### src/rtl/spk_pkg.sv
package spk_pkg;
   typedef enum logic [2:0] {
      ST_RESET,
      ST_IDLE,
      ST_FILL,
      ST_SWEEP,
      ST_DONE
   } sweep_st_t;
endpackage

### src/rtl/spk_sweep_fsm.sv
module spk_sweep_fsm
   import spk_pkg::*;
#(
   parameter int ADDR_W = 14,
   parameter int LIM_W  = 14,
   parameter int RD_LAT = 3
) (
   input  logic              clk,
   input  logic              rst_n,
   input  logic              start_i,
   input  logic              advance_i,
   input  logic [LIM_W-1:0]  rows_i,
   output logic              ready_o,
   output logic              done_o,
   output logic              swap_o,
   output logic              rd_en_o,
   output logic [ADDR_W-1:0] rd_addr_o,
   output logic              clr_en_o,
   output logic [ADDR_W-1:0] clr_addr_o
);
   localparam logic [ADDR_W-1:0] FILL_LAST = ADDR_W'(RD_LAT - 1);
   localparam logic [ADDR_W-1:0] LAG       = ADDR_W'(RD_LAT);

   if (RD_LAT < 1) begin : g_bad_lat
      $error("spk_sweep_fsm: RD_LAT must be at least 1");
   end
   if (LIM_W > ADDR_W) begin : g_bad_lim
      $error("spk_sweep_fsm: row count wider than address");
   end

   sweep_st_t         st, st_nxt;
   logic [ADDR_W-1:0] lead_q, lag_q;
   logic              addr_clr, inc_lead, inc_lag;
   logic [ADDR_W:0]   rows_ext, lag_next_ext;
   logic              last_row;

   assign rows_ext     = (ADDR_W+1)'(rows_i);
   assign lag_next_ext = {1'b0, lag_q} + 1'b1;
   assign last_row     = (lag_next_ext == rows_ext);

   always_comb begin
      st_nxt   = st;
      addr_clr = 1'b0;
      inc_lead = 1'b0;
      inc_lag  = 1'b0;
      swap_o   = 1'b0;
      rd_en_o  = 1'b0;
      unique case (st)
         ST_RESET: begin
            addr_clr = 1'b1;
            st_nxt   = ST_IDLE;
         end
         ST_IDLE: begin
            if (start_i) begin
               addr_clr = 1'b1;
               swap_o   = 1'b1;
               st_nxt   = (rows_i == '0) ? ST_DONE : ST_FILL;
            end
         end
         ST_FILL: begin
            rd_en_o  = 1'b1;
            inc_lead = 1'b1;
            if (lead_q == FILL_LAST) st_nxt = ST_SWEEP;
         end
         ST_SWEEP: begin
            if (advance_i) begin
               rd_en_o  = 1'b1;
               inc_lead = 1'b1;
               inc_lag  = 1'b1;
               if (last_row) st_nxt = ST_DONE;
            end
         end
         ST_DONE:  st_nxt = ST_IDLE;
         default:  st_nxt = ST_RESET;
      endcase
   end

   always_ff @(posedge clk or negedge rst_n) begin
      if (!rst_n) begin
         st     <= ST_RESET;
         lead_q <= '0;
         lag_q  <= '0;
      end else begin
         st <= st_nxt;
         if (addr_clr) begin
            lead_q <= '0;
            lag_q  <= '0;
         end else begin
            if (inc_lead) lead_q <= lead_q + 1'b1;
            if (inc_lag)  lag_q  <= lag_q + 1'b1;
         end
      end
   end

   assign ready_o    = (st == ST_SWEEP);
   assign done_o     = (st == ST_DONE);
   assign rd_addr_o  = lead_q;
   assign clr_en_o   = inc_lag;
   assign clr_addr_o = lag_q;

   AST_LAG_EXACT: assert property (@(posedge clk) disable iff (!rst_n)
      ready_o |-> (rd_addr_o == clr_addr_o + LAG));
   AST_READY_AFTER_FILL: assert property (@(posedge clk) disable iff (!rst_n)
      $rose(ready_o) |-> ($past(st) == ST_FILL));
   AST_DONE_ONE_CYCLE: assert property (@(posedge clk) disable iff (!rst_n)
      done_o |=> !done_o);
   AST_CLEAR_IN_RANGE: assert property (@(posedge clk) disable iff (!rst_n)
      clr_en_o |-> ({1'b0, clr_addr_o} < rows_ext));
   AST_ZERO_ROWS: assert property (@(posedge clk) disable iff (!rst_n)
      (st == ST_IDLE && start_i && rows_i == '0) |=> (done_o && !rd_en_o && !clr_en_o));
endmodule

### src/rtl/spk_bank_route.sv
module spk_bank_route #(
   parameter int ADDR_W   = 14,
   parameter int ROW_BITS = 8
) (
   input  logic                           clk,
   input  logic                           rst_n,
   input  logic                           swap_i,
   input  logic                           rd_en_i,
   input  logic [ADDR_W-1:0]              rd_addr_i,
   input  logic                           clr_en_i,
   input  logic [ADDR_W-1:0]              clr_addr_i,
   input  logic                           ev_we_i,
   input  logic [ADDR_W-1:0]              ev_addr_i,
   input  logic [ROW_BITS-1:0]            ev_mask_i,
   input  logic [1:0][ROW_BITS-1:0]       bank_rdata_i,
   output logic [1:0][ADDR_W-1:0]         bank_raddr_o,
   output logic [1:0]                     bank_rden_o,
   output logic [1:0][ADDR_W-1:0]         bank_waddr_o,
   output logic [1:0][ROW_BITS-1:0]       bank_wdata_o,
   output logic [1:0]                     bank_wren_o,
   output logic [ROW_BITS-1:0]            mask_o
);
   if (ROW_BITS < 1) begin : g_bad_row
      $error("spk_bank_route: ROW_BITS must be positive");
   end

   logic pres_sel;

   always_ff @(posedge clk or negedge rst_n) begin
      if (!rst_n)      pres_sel <= 1'b0;
      else if (swap_i) pres_sel <= ~pres_sel;
   end

   for (genvar b = 0; b < 2; b++) begin : g_bank
      logic is_pres;
      assign is_pres         = (pres_sel == 1'(b));
      assign bank_raddr_o[b] = is_pres ? rd_addr_i : '0;
      assign bank_rden_o[b]  = is_pres & rd_en_i;
      assign bank_waddr_o[b] = is_pres ? clr_addr_i : ev_addr_i;
      assign bank_wdata_o[b] = is_pres ? '0 : ev_mask_i;
      assign bank_wren_o[b]  = is_pres ? clr_en_i : ev_we_i;

      AST_PRESENT_WRITES_ZERO: assert property (@(posedge clk) disable iff (!rst_n)
         (bank_wren_o[b] && bank_rden_o[b]) |-> (bank_wdata_o[b] == '0));
   end

   assign mask_o = bank_rdata_i[pres_sel];

   AST_ONE_READER: assert property (@(posedge clk) disable iff (!rst_n)
      $onehot0(bank_rden_o));
endmodule

### src/rtl/spike_pingpong_ctrl.sv
module spike_pingpong_ctrl #(
   parameter int ROW_BITS = 8,
   parameter int ADDR_W   = 14,
   parameter int CNT_W    = 17,
   parameter int RD_LAT   = 3
) (
   input  logic                clk,
   input  logic                rst_n,
   input  logic                start_i,
   input  logic                advance_i,
   input  logic [CNT_W-1:0]    count_i,
   input  logic                ev_we_i,
   input  logic [ADDR_W-1:0]   ev_addr_i,
   input  logic [ROW_BITS-1:0] ev_mask_i,
   output logic                ready_o,
   output logic                done_o,
   output logic [ROW_BITS-1:0] mask_o,
   output logic [ADDR_W-1:0]   m0_raddr,
   output logic                m0_rden,
   input  logic [ROW_BITS-1:0] m0_rdata,
   output logic [ADDR_W-1:0]   m0_waddr,
   output logic [ROW_BITS-1:0] m0_wdata,
   output logic                m0_wren,
   output logic [ADDR_W-1:0]   m1_raddr,
   output logic                m1_rden,
   input  logic [ROW_BITS-1:0] m1_rdata,
   output logic [ADDR_W-1:0]   m1_waddr,
   output logic [ROW_BITS-1:0] m1_wdata,
   output logic                m1_wren
);
   localparam int SHIFT = $clog2(ROW_BITS);
   localparam int LIM_W = CNT_W - SHIFT;

   if ((1 << SHIFT) != ROW_BITS) begin : g_bad_pow2
      $error("spike_pingpong_ctrl: ROW_BITS must be a power of two");
   end
   if (LIM_W < 1) begin : g_bad_cnt
      $error("spike_pingpong_ctrl: CNT_W too small for ROW_BITS");
   end

   logic [LIM_W-1:0]              rows;
   logic                          swap, rd_en, clr_en;
   logic [ADDR_W-1:0]             rd_addr, clr_addr;
   logic [1:0][ROW_BITS-1:0]      b_rdata, b_wdata;
   logic [1:0][ADDR_W-1:0]        b_raddr, b_waddr;
   logic [1:0]                    b_rden, b_wren;

   assign rows = LIM_W'(count_i >> SHIFT);

   spk_sweep_fsm #(
      .ADDR_W (ADDR_W),
      .LIM_W  (LIM_W),
      .RD_LAT (RD_LAT)
   ) u_fsm (
      .clk        (clk),
      .rst_n      (rst_n),
      .start_i    (start_i),
      .advance_i  (advance_i),
      .rows_i     (rows),
      .ready_o    (ready_o),
      .done_o     (done_o),
      .swap_o     (swap),
      .rd_en_o    (rd_en),
      .rd_addr_o  (rd_addr),
      .clr_en_o   (clr_en),
      .clr_addr_o (clr_addr)
   );

   assign b_rdata = {m1_rdata, m0_rdata};

   spk_bank_route #(
      .ADDR_W   (ADDR_W),
      .ROW_BITS (ROW_BITS)
   ) u_route (
      .clk          (clk),
      .rst_n        (rst_n),
      .swap_i       (swap),
      .rd_en_i      (rd_en),
      .rd_addr_i    (rd_addr),
      .clr_en_i     (clr_en),
      .clr_addr_i   (clr_addr),
      .ev_we_i      (ev_we_i),
      .ev_addr_i    (ev_addr_i),
      .ev_mask_i    (ev_mask_i),
      .bank_rdata_i (b_rdata),
      .bank_raddr_o (b_raddr),
      .bank_rden_o  (b_rden),
      .bank_waddr_o (b_waddr),
      .bank_wdata_o (b_wdata),
      .bank_wren_o  (b_wren),
      .mask_o       (mask_o)
   );

   assign m0_raddr = b_raddr[0];
   assign m0_rden  = b_rden[0];
   assign m0_waddr = b_waddr[0];
   assign m0_wdata = b_wdata[0];
   assign m0_wren  = b_wren[0];
   assign m1_raddr = b_raddr[1];
   assign m1_rden  = b_rden[1];
   assign m1_waddr = b_waddr[1];
   assign m1_wdata = b_wdata[1];
   assign m1_wren  = b_wren[1];

   AST_EVENT_LANDS: assert property (@(posedge clk) disable iff (!rst_n)
      ev_we_i |-> ((m0_wren && m0_waddr == ev_addr_i && m0_wdata == ev_mask_i && !m0_rden) ||
                   (m1_wren && m1_waddr == ev_addr_i && m1_wdata == ev_mask_i && !m1_rden)));
   AST_READY_DONE_APART: assert property (@(posedge clk) disable iff (!rst_n)
      done_o |-> ($past(ready_o && advance_i) || $past(start_i)));
endmodule

### config.mk
export PLATFORM = sky130hd
export DESIGN_NAME = spike_pingpong_ctrl
export DESIGN_NICKNAME = d
export VERILOG_FILES = /design/src/rtl/spk_pkg.sv /design/src/rtl/spk_sweep_fsm.sv /design/src/rtl/spk_bank_route.sv /design/src/rtl/spike_pingpong_ctrl.sv
export SDC_FILE = /design/constraint.sdc
export NUM_CORES = 1
export LEC_CHECK = 0
export BUFFER_PORTS_ARGS = -buffer_cell sky130_fd_sc_hd__buf_2
export CORE_ASPECT_RATIO = 1.25
export CORE_MARGIN = 3
export CORE_UTILIZATION = 46
export DETAILED_ROUTE_END_ITERATION = 10
export PLACE_DENSITY = 0.89
export SETUP_SLACK_MARGIN = 0.05
export SLEW_MARGIN = 10
export SYNTH_ARGS = -nofsm -noshare
export SYNTH_HDL_FRONTEND = slang
export SYNTH_SLANG_ARGS = --single-unit
### constraint.sdc
create_clock -name clk -period 6.5 [get_ports clk]
set_input_delay 0.325 -clock clk [delete_from_list [all_inputs] [get_ports clk]]
set_output_delay 0.325 -clock clk [all_outputs]
set_load 0.1 [all_outputs]
-- Yosys cells after proc, flatten, opt, wreduce, memory -nomap -nowiden
Index checks and enable logic that the tools add are counted.
- eq/ne operators: 10
- $lt $le $gt $ge: 1
- $mul: 0
- div/mod/pow operators: 0
- reductions and logical operators: 6
- shifts and indexed selects: 0
- muxes and demuxes: 26
- add/subtract/negate cells: 3
- bitwise operators: 3
- operator list (cell ; count):
    $mux W14 ; 8
    $mux W8 ; 4
    $add A14 B1 Y14 const B ; 2
    $add A14 B1 Y15 const B ; 1
    $eq A15 B14 Y1 ; 1
    $mux W3 ; 5
    $eq A14 B2 Y1 const B ; 1
    $logic_not A14 Y1 ; 1
    $pmux W3 S4 ; 1
    $eq A3 B2 Y1 const B ; 2
    $mux W1 ; 6
    $ne A2 B1 Y1 const B ; 2
    $ne A2 B2 Y1 const B ; 2
    $pmux W1 S2 ; 2
    $reduce_and A4 Y1 ; 1
    $reduce_bool A2 Y1 ; 2
    $eq A3 B1 Y1 const B ; 1
    $eq A3 B3 Y1 const B ; 1
    $logic_not A3 Y1 ; 1
    $and A1 B1 Y1 ; 2
    $lt A1 B2 Y1 const B ; 1
    $reduce_or A2 Y1 ; 1
    $not A1 Y1 ; 1
- logic and storage cells: 53
- memories: 0
- input port bits: 60
- bits in read-only memories: 0
- register bits after elaboration: 32
- RAM bits: 0
- bits in latches: 0
- output and inout port bits: 86

-- Depth between registers and ports, before layout
- depth in word-level cells: 5
- gate-level depth with buffers: 8
- depth with buffers taken out: 8

-- Cells and area by module
A second synthesis with hierarchy kept.
- cell total of the unflattened synthesis: 337
- area total of the unflattened synthesis: 2967.8 um^2
- modules (own cells, without submodules) (module ; cells each ; instances ; area each (um^2)):
    spk_sweep_fsm ; 242 ; 1 ; 2100.8
    spk_bank_route ; 95 ; 1 ; 867.1

-- Worst setup path after synthesis
OpenSTA, ideal clock, no wires.
- path kind: register -> output
- start: reg u_fsm.st[2]
- end: out m0_wren
- stages on the path, launching flop included: 6
- data arrival time: 4718 ps
- buffers on the path: 1
- slack: 1457 ps
- path through: dfrtp_1 > nand2b_1 > nor2_1 > nand2_1 > clkbuf_1 > o21ai_0
- longest elaborated chain between the ends: 3
- RTL lines (element ; RTL line ; RTL):
    from (decl) ; spk_sweep_fsm.sv:31 ; sweep_st_t st, st_nxt;
    from (signal assigned) ; spk_sweep_fsm.sv:84 ; st <= st_nxt;
    $eq A3 B2 Y1 ; -- ;
    net ready_o ; spike_pingpong_ctrl.sv:15 ; output logic ready_o,
    $mux W1 ; spk_sweep_fsm.sv:48 ; unique case (st)
    $mux W1 ; spk_bank_route.sv:41 ; assign bank_wren_o[b] = is_pres ? clr_en_i : ev_we_i;
    to (decl) ; spike_pingpong_ctrl.sv:23 ; output logic m0_wren,
The timed path passes the listed nets, and every way through them passes these cells.

-- Worst setup path in the final report
- start: reg u_fsm.st[0]
- end: out m0_wren
- longest elaborated chain between the ends: 3
- RTL lines (element ; RTL line):
    $eq A3 B2 Y1 ; spk_sweep_fsm.sv:48
    $mux W1 ; spk_sweep_fsm.sv:48
    $mux W1 ; spk_bank_route.sv:41
No other way between the ends.

==> out/results.txt <==
Worst-path fanout max - 17
Post-Syn Instances - 352
Grt ovf - 0
Root buffer cell - clkbuf_8
Post-layout net count - 542
Power share of the combinational group - 75.0%
Area contributors post-synth - dfrtp_1, mux2_2, and2_1
First-pass GRT wire length - 13400 µm
GP Congestion - 0.8873
WP buf/inv - 1
Required time worst endpoint - 6.17 ns
Crit path launch type - flip-flop
Post-synth top area cell - dfrtp_1
Register share of total power - 15.0%
Hold crit path type - in -> async
RSZ-0062 raised after global routing - no
Aggregate routed wire length - 8397 µm
Num rows - 32
Synth cell types - 54
Main combinational cell family by area after synthesis - simple AND/OR/NAND/NOR gates
Fin Hold WS - 0.08674 ns
DR WL/cell - 14.89 µm
Adder-cell area share of the yosys netlist - 1.673%
Yosys reg bits - 32
Rel. slew slack - 46.90%
Cts hold-fix bufs - 0
Max Root-Sink Buffers - 2
Clock Power Share - 10.0%
Final ANT Viol Nets - 0
Num CTS Buffers - 5
Peak supply drop - 0.0004930 V
Die width - 78.13 µm
Synth Area in Simple Gates - 29.57%
Die H - 96.17 µm
Total power - 1.907 mW
Die area - 0.007513 mm²
Sequential cell area - 802.0 µm²
Largest delay contributor family on the critical path - simple AND/OR/NAND/NOR gates
Total GRT Usage - 22.00%
Mux share of post-synthesis cell area - 15.47%
Initial antenna violation count - 0
Sequential share of the synthesized area - 26.77%
Clock sinks - 32
Number of DRC markers in iteration 0 - 221
Internal - 0.6161 mW
CP max stage delay - 0.52 ns
Worst Setup End Kind - output port
Final period util - 40.78%
Clk slew on worst S/H paths - 0.08 ns
Top-count cell post-synth - nor2_1
Post-Syn Area - 0.002992 mm²
Synth Flop Type - dfrtp_1
Psw - 1.291 mW
HPWL after detailed placement - 6458 µm
Tmin final - 2.650 ns
CP Cell Sequence - nand2b_1 -> nor2_1 -> nand2_1 -> o21ai_0 -> buf_2
Status - finished, final reports clean
Layout cells sized above 1 - 41.96%
Filler cells - 564
Power Density - 500.4 mW/mm²
Worst-Skew Late Latency - 0.29 ns
Max H-tree Level - 2
Sw Share - 67.69%
Slowest-stage cell, CP - dfrtp_1
Crit path DAT - 2.33 ns
Largest net degree at the start of global routing - 53
Worst-margin pin slew - 0.7936 ns
EDFF count, synth - 0
Setup CP Type - reg -> out
Post-synth top area share - 26.77%
Total leakage power - 1.874 nW
IO Pins - 146
Vias in the first global route - 2861
XOR/XNOR share of the synthesized area - 8.197%
Clk_skew - 0.01020 ns
1st-pass router iterations - 4
Count of final max-slew check failures - 0
Initial Utilization - 47.90%
Number of remaining DRC errors - 0
Avg Cell Area, Syn - 8.499 µm²
Endpoints failing setup - 0
Synth top cells by count - nor2_1, mux2_2, dfrtp_1
Async SR Flop Fraction - 100.0%
Post-CTS resize count - 0
Final hold vios - 0
Yosys warning count - 0
Antenna fix cells - 0
Area Growth Syn to Fin - 27.39%
Final worst slack - 3.850 ns
Fmax - 377.3 MHz
Multi-input gate area - 0.002036 mm²
Vias post-DR - 3059
Post-synth net total - 416
Vias per cell - 5.424
Port buffer count - 142
Post CTS Setup Buffer Count - 0
Setup WS pre-CTS - 4.053 ns
Setup TNS - 0 ns
CTS tree - yes
Core area - 0.006246 mm²
Post-synthesis compound-gate area fraction - 13.13%
Max-Cap Viols - 0
## state kept, by name, indices dropped and copies added (netlist names)
register / flops
u_fsm.clr_addr_o: 14
u_fsm.rd_addr_o: 14
u_fsm.st: 3
u_route.g_bank.is_pres: 1
## logic make-up after synthesis
group,Yosys count
muxes,41
DFF,32
AOI/OAI and AO/OA,56
xor gates and xnor gates,28
buffers and inverters,33
adders and majority gates,4
and+or+nand+nor,158
## worst paths after layout
path                       slack (ns)  cells past startpoint                       startpoint                                    end
setup / recovery                 3.85                      5          u_fsm.st[0]$_DFFE_PN0P_                                m0_wren
max in group asynchronous        5.90                      1                            rst_n  u_route.g_bank[1].is_pres$_DFFE_PN0P_
min in group clk                 0.47                      4                          start_i  u_route.g_bank[1].is_pres$_DFFE_PN0P_
hold reg to reg                  0.60                      2  u_fsm.rd_addr_o[13]$_DFFE_PN0P_        u_fsm.rd_addr_o[13]$_DFFE_PN0P_
setup reg to reg                 3.97                      7  u_fsm.clr_addr_o[0]$_DFFE_PN0P_                u_fsm.st[0]$_DFFE_PN0P_
hold / removal                   0.09                      1                            rst_n        u_fsm.rd_addr_o[10]$_DFFE_PN0P_
## worst register-to-register path, stage by stage (launching register included)
cell and delay, ns:
dfrtp_1 0.49, ha_1 0.36, o21ba_1 0.22, a221oi_2 0.26, o22ai_1 0.15, nor4_2 0.46
a31oi_4 0.16, mux2_4 0.31
## placed cells by master (no fill, tap or decap), drive strengths merged, types with 2 or more instances in the layout
| cell | count |
|---|---|
| nor3 | 5 |
| nand3 | 6 |
| and2 | 25 |
| nor2 | 39 |
| buf | 144 |
| clkbuf | 5 |
| and4 | 5 |
| nor3b | 3 |
| o31ai | 7 |
| a31oi | 4 |
| or3 | 3 |
| mux2i | 2 |
| nand4 | 10 |
| a2111oi | 2 |
| nand2 | 21 |
| inv | 8 |
| ha | 4 |
| and3 | 5 |
| nor4 | 8 |
| dfrtp | 32 |
| nor2b | 22 |
| mux2 | 39 |
| o211ai | 2 |
| xnor2 | 14 |
| xor2 | 14 |
| a21oi | 8 |
| nand2b | 4 |
| o21ai | 24 |
## area by class of cell
type | count | area share (%)
multi-input cells | 287 | 53.41
clock buffers | 5 | 1.806
well taps | 85 | 2.791
repair buffers | 144 | 19.04
flip-flops and latches | 32 | 21.04
inverters | 8 | 0.7879
clock inverters | 3 | 1.116
## routing by layer
layer / vias to the layer above / wire length, µm / track usage (%)
li1: 1493 / - / -
met1: 1442 / 3460 / 28.80
met2: 113 / 4330 / 38.14
met3: 11 / 496 / 2.996
met4: 0 / 110 / 6.122
met5: - / 0 / 0
## power by group through the flow
stage | Clock (mW) | Sequential, mW | Combinational, mW
final | 0.191 | 0.286 | 1.43
after global routing | 0.203 | 0.295 | 1.49
after CTS | 0.194 | 0.285 | 1.43
after detailed placement | 0 | 0.289 | 1.43
after global placement | 0 | 0.287 | 1.41
after floorplan | 0 | 0.244 | 1.29
## per-stage QoR
stage / util (%) / cells / cell area, µm²
finish: 61.02 / 564 / 3811
global route: 61.02 / 564 / 3811
CTS: 61.02 / 564 / 3811
detailed placement: 59.23 / 556 / 3700
global placement: 59.23 / 556 / 3700
floorplan: - / 352 / 2992
No activity file was read; power rests on OpenSTA's default activity.
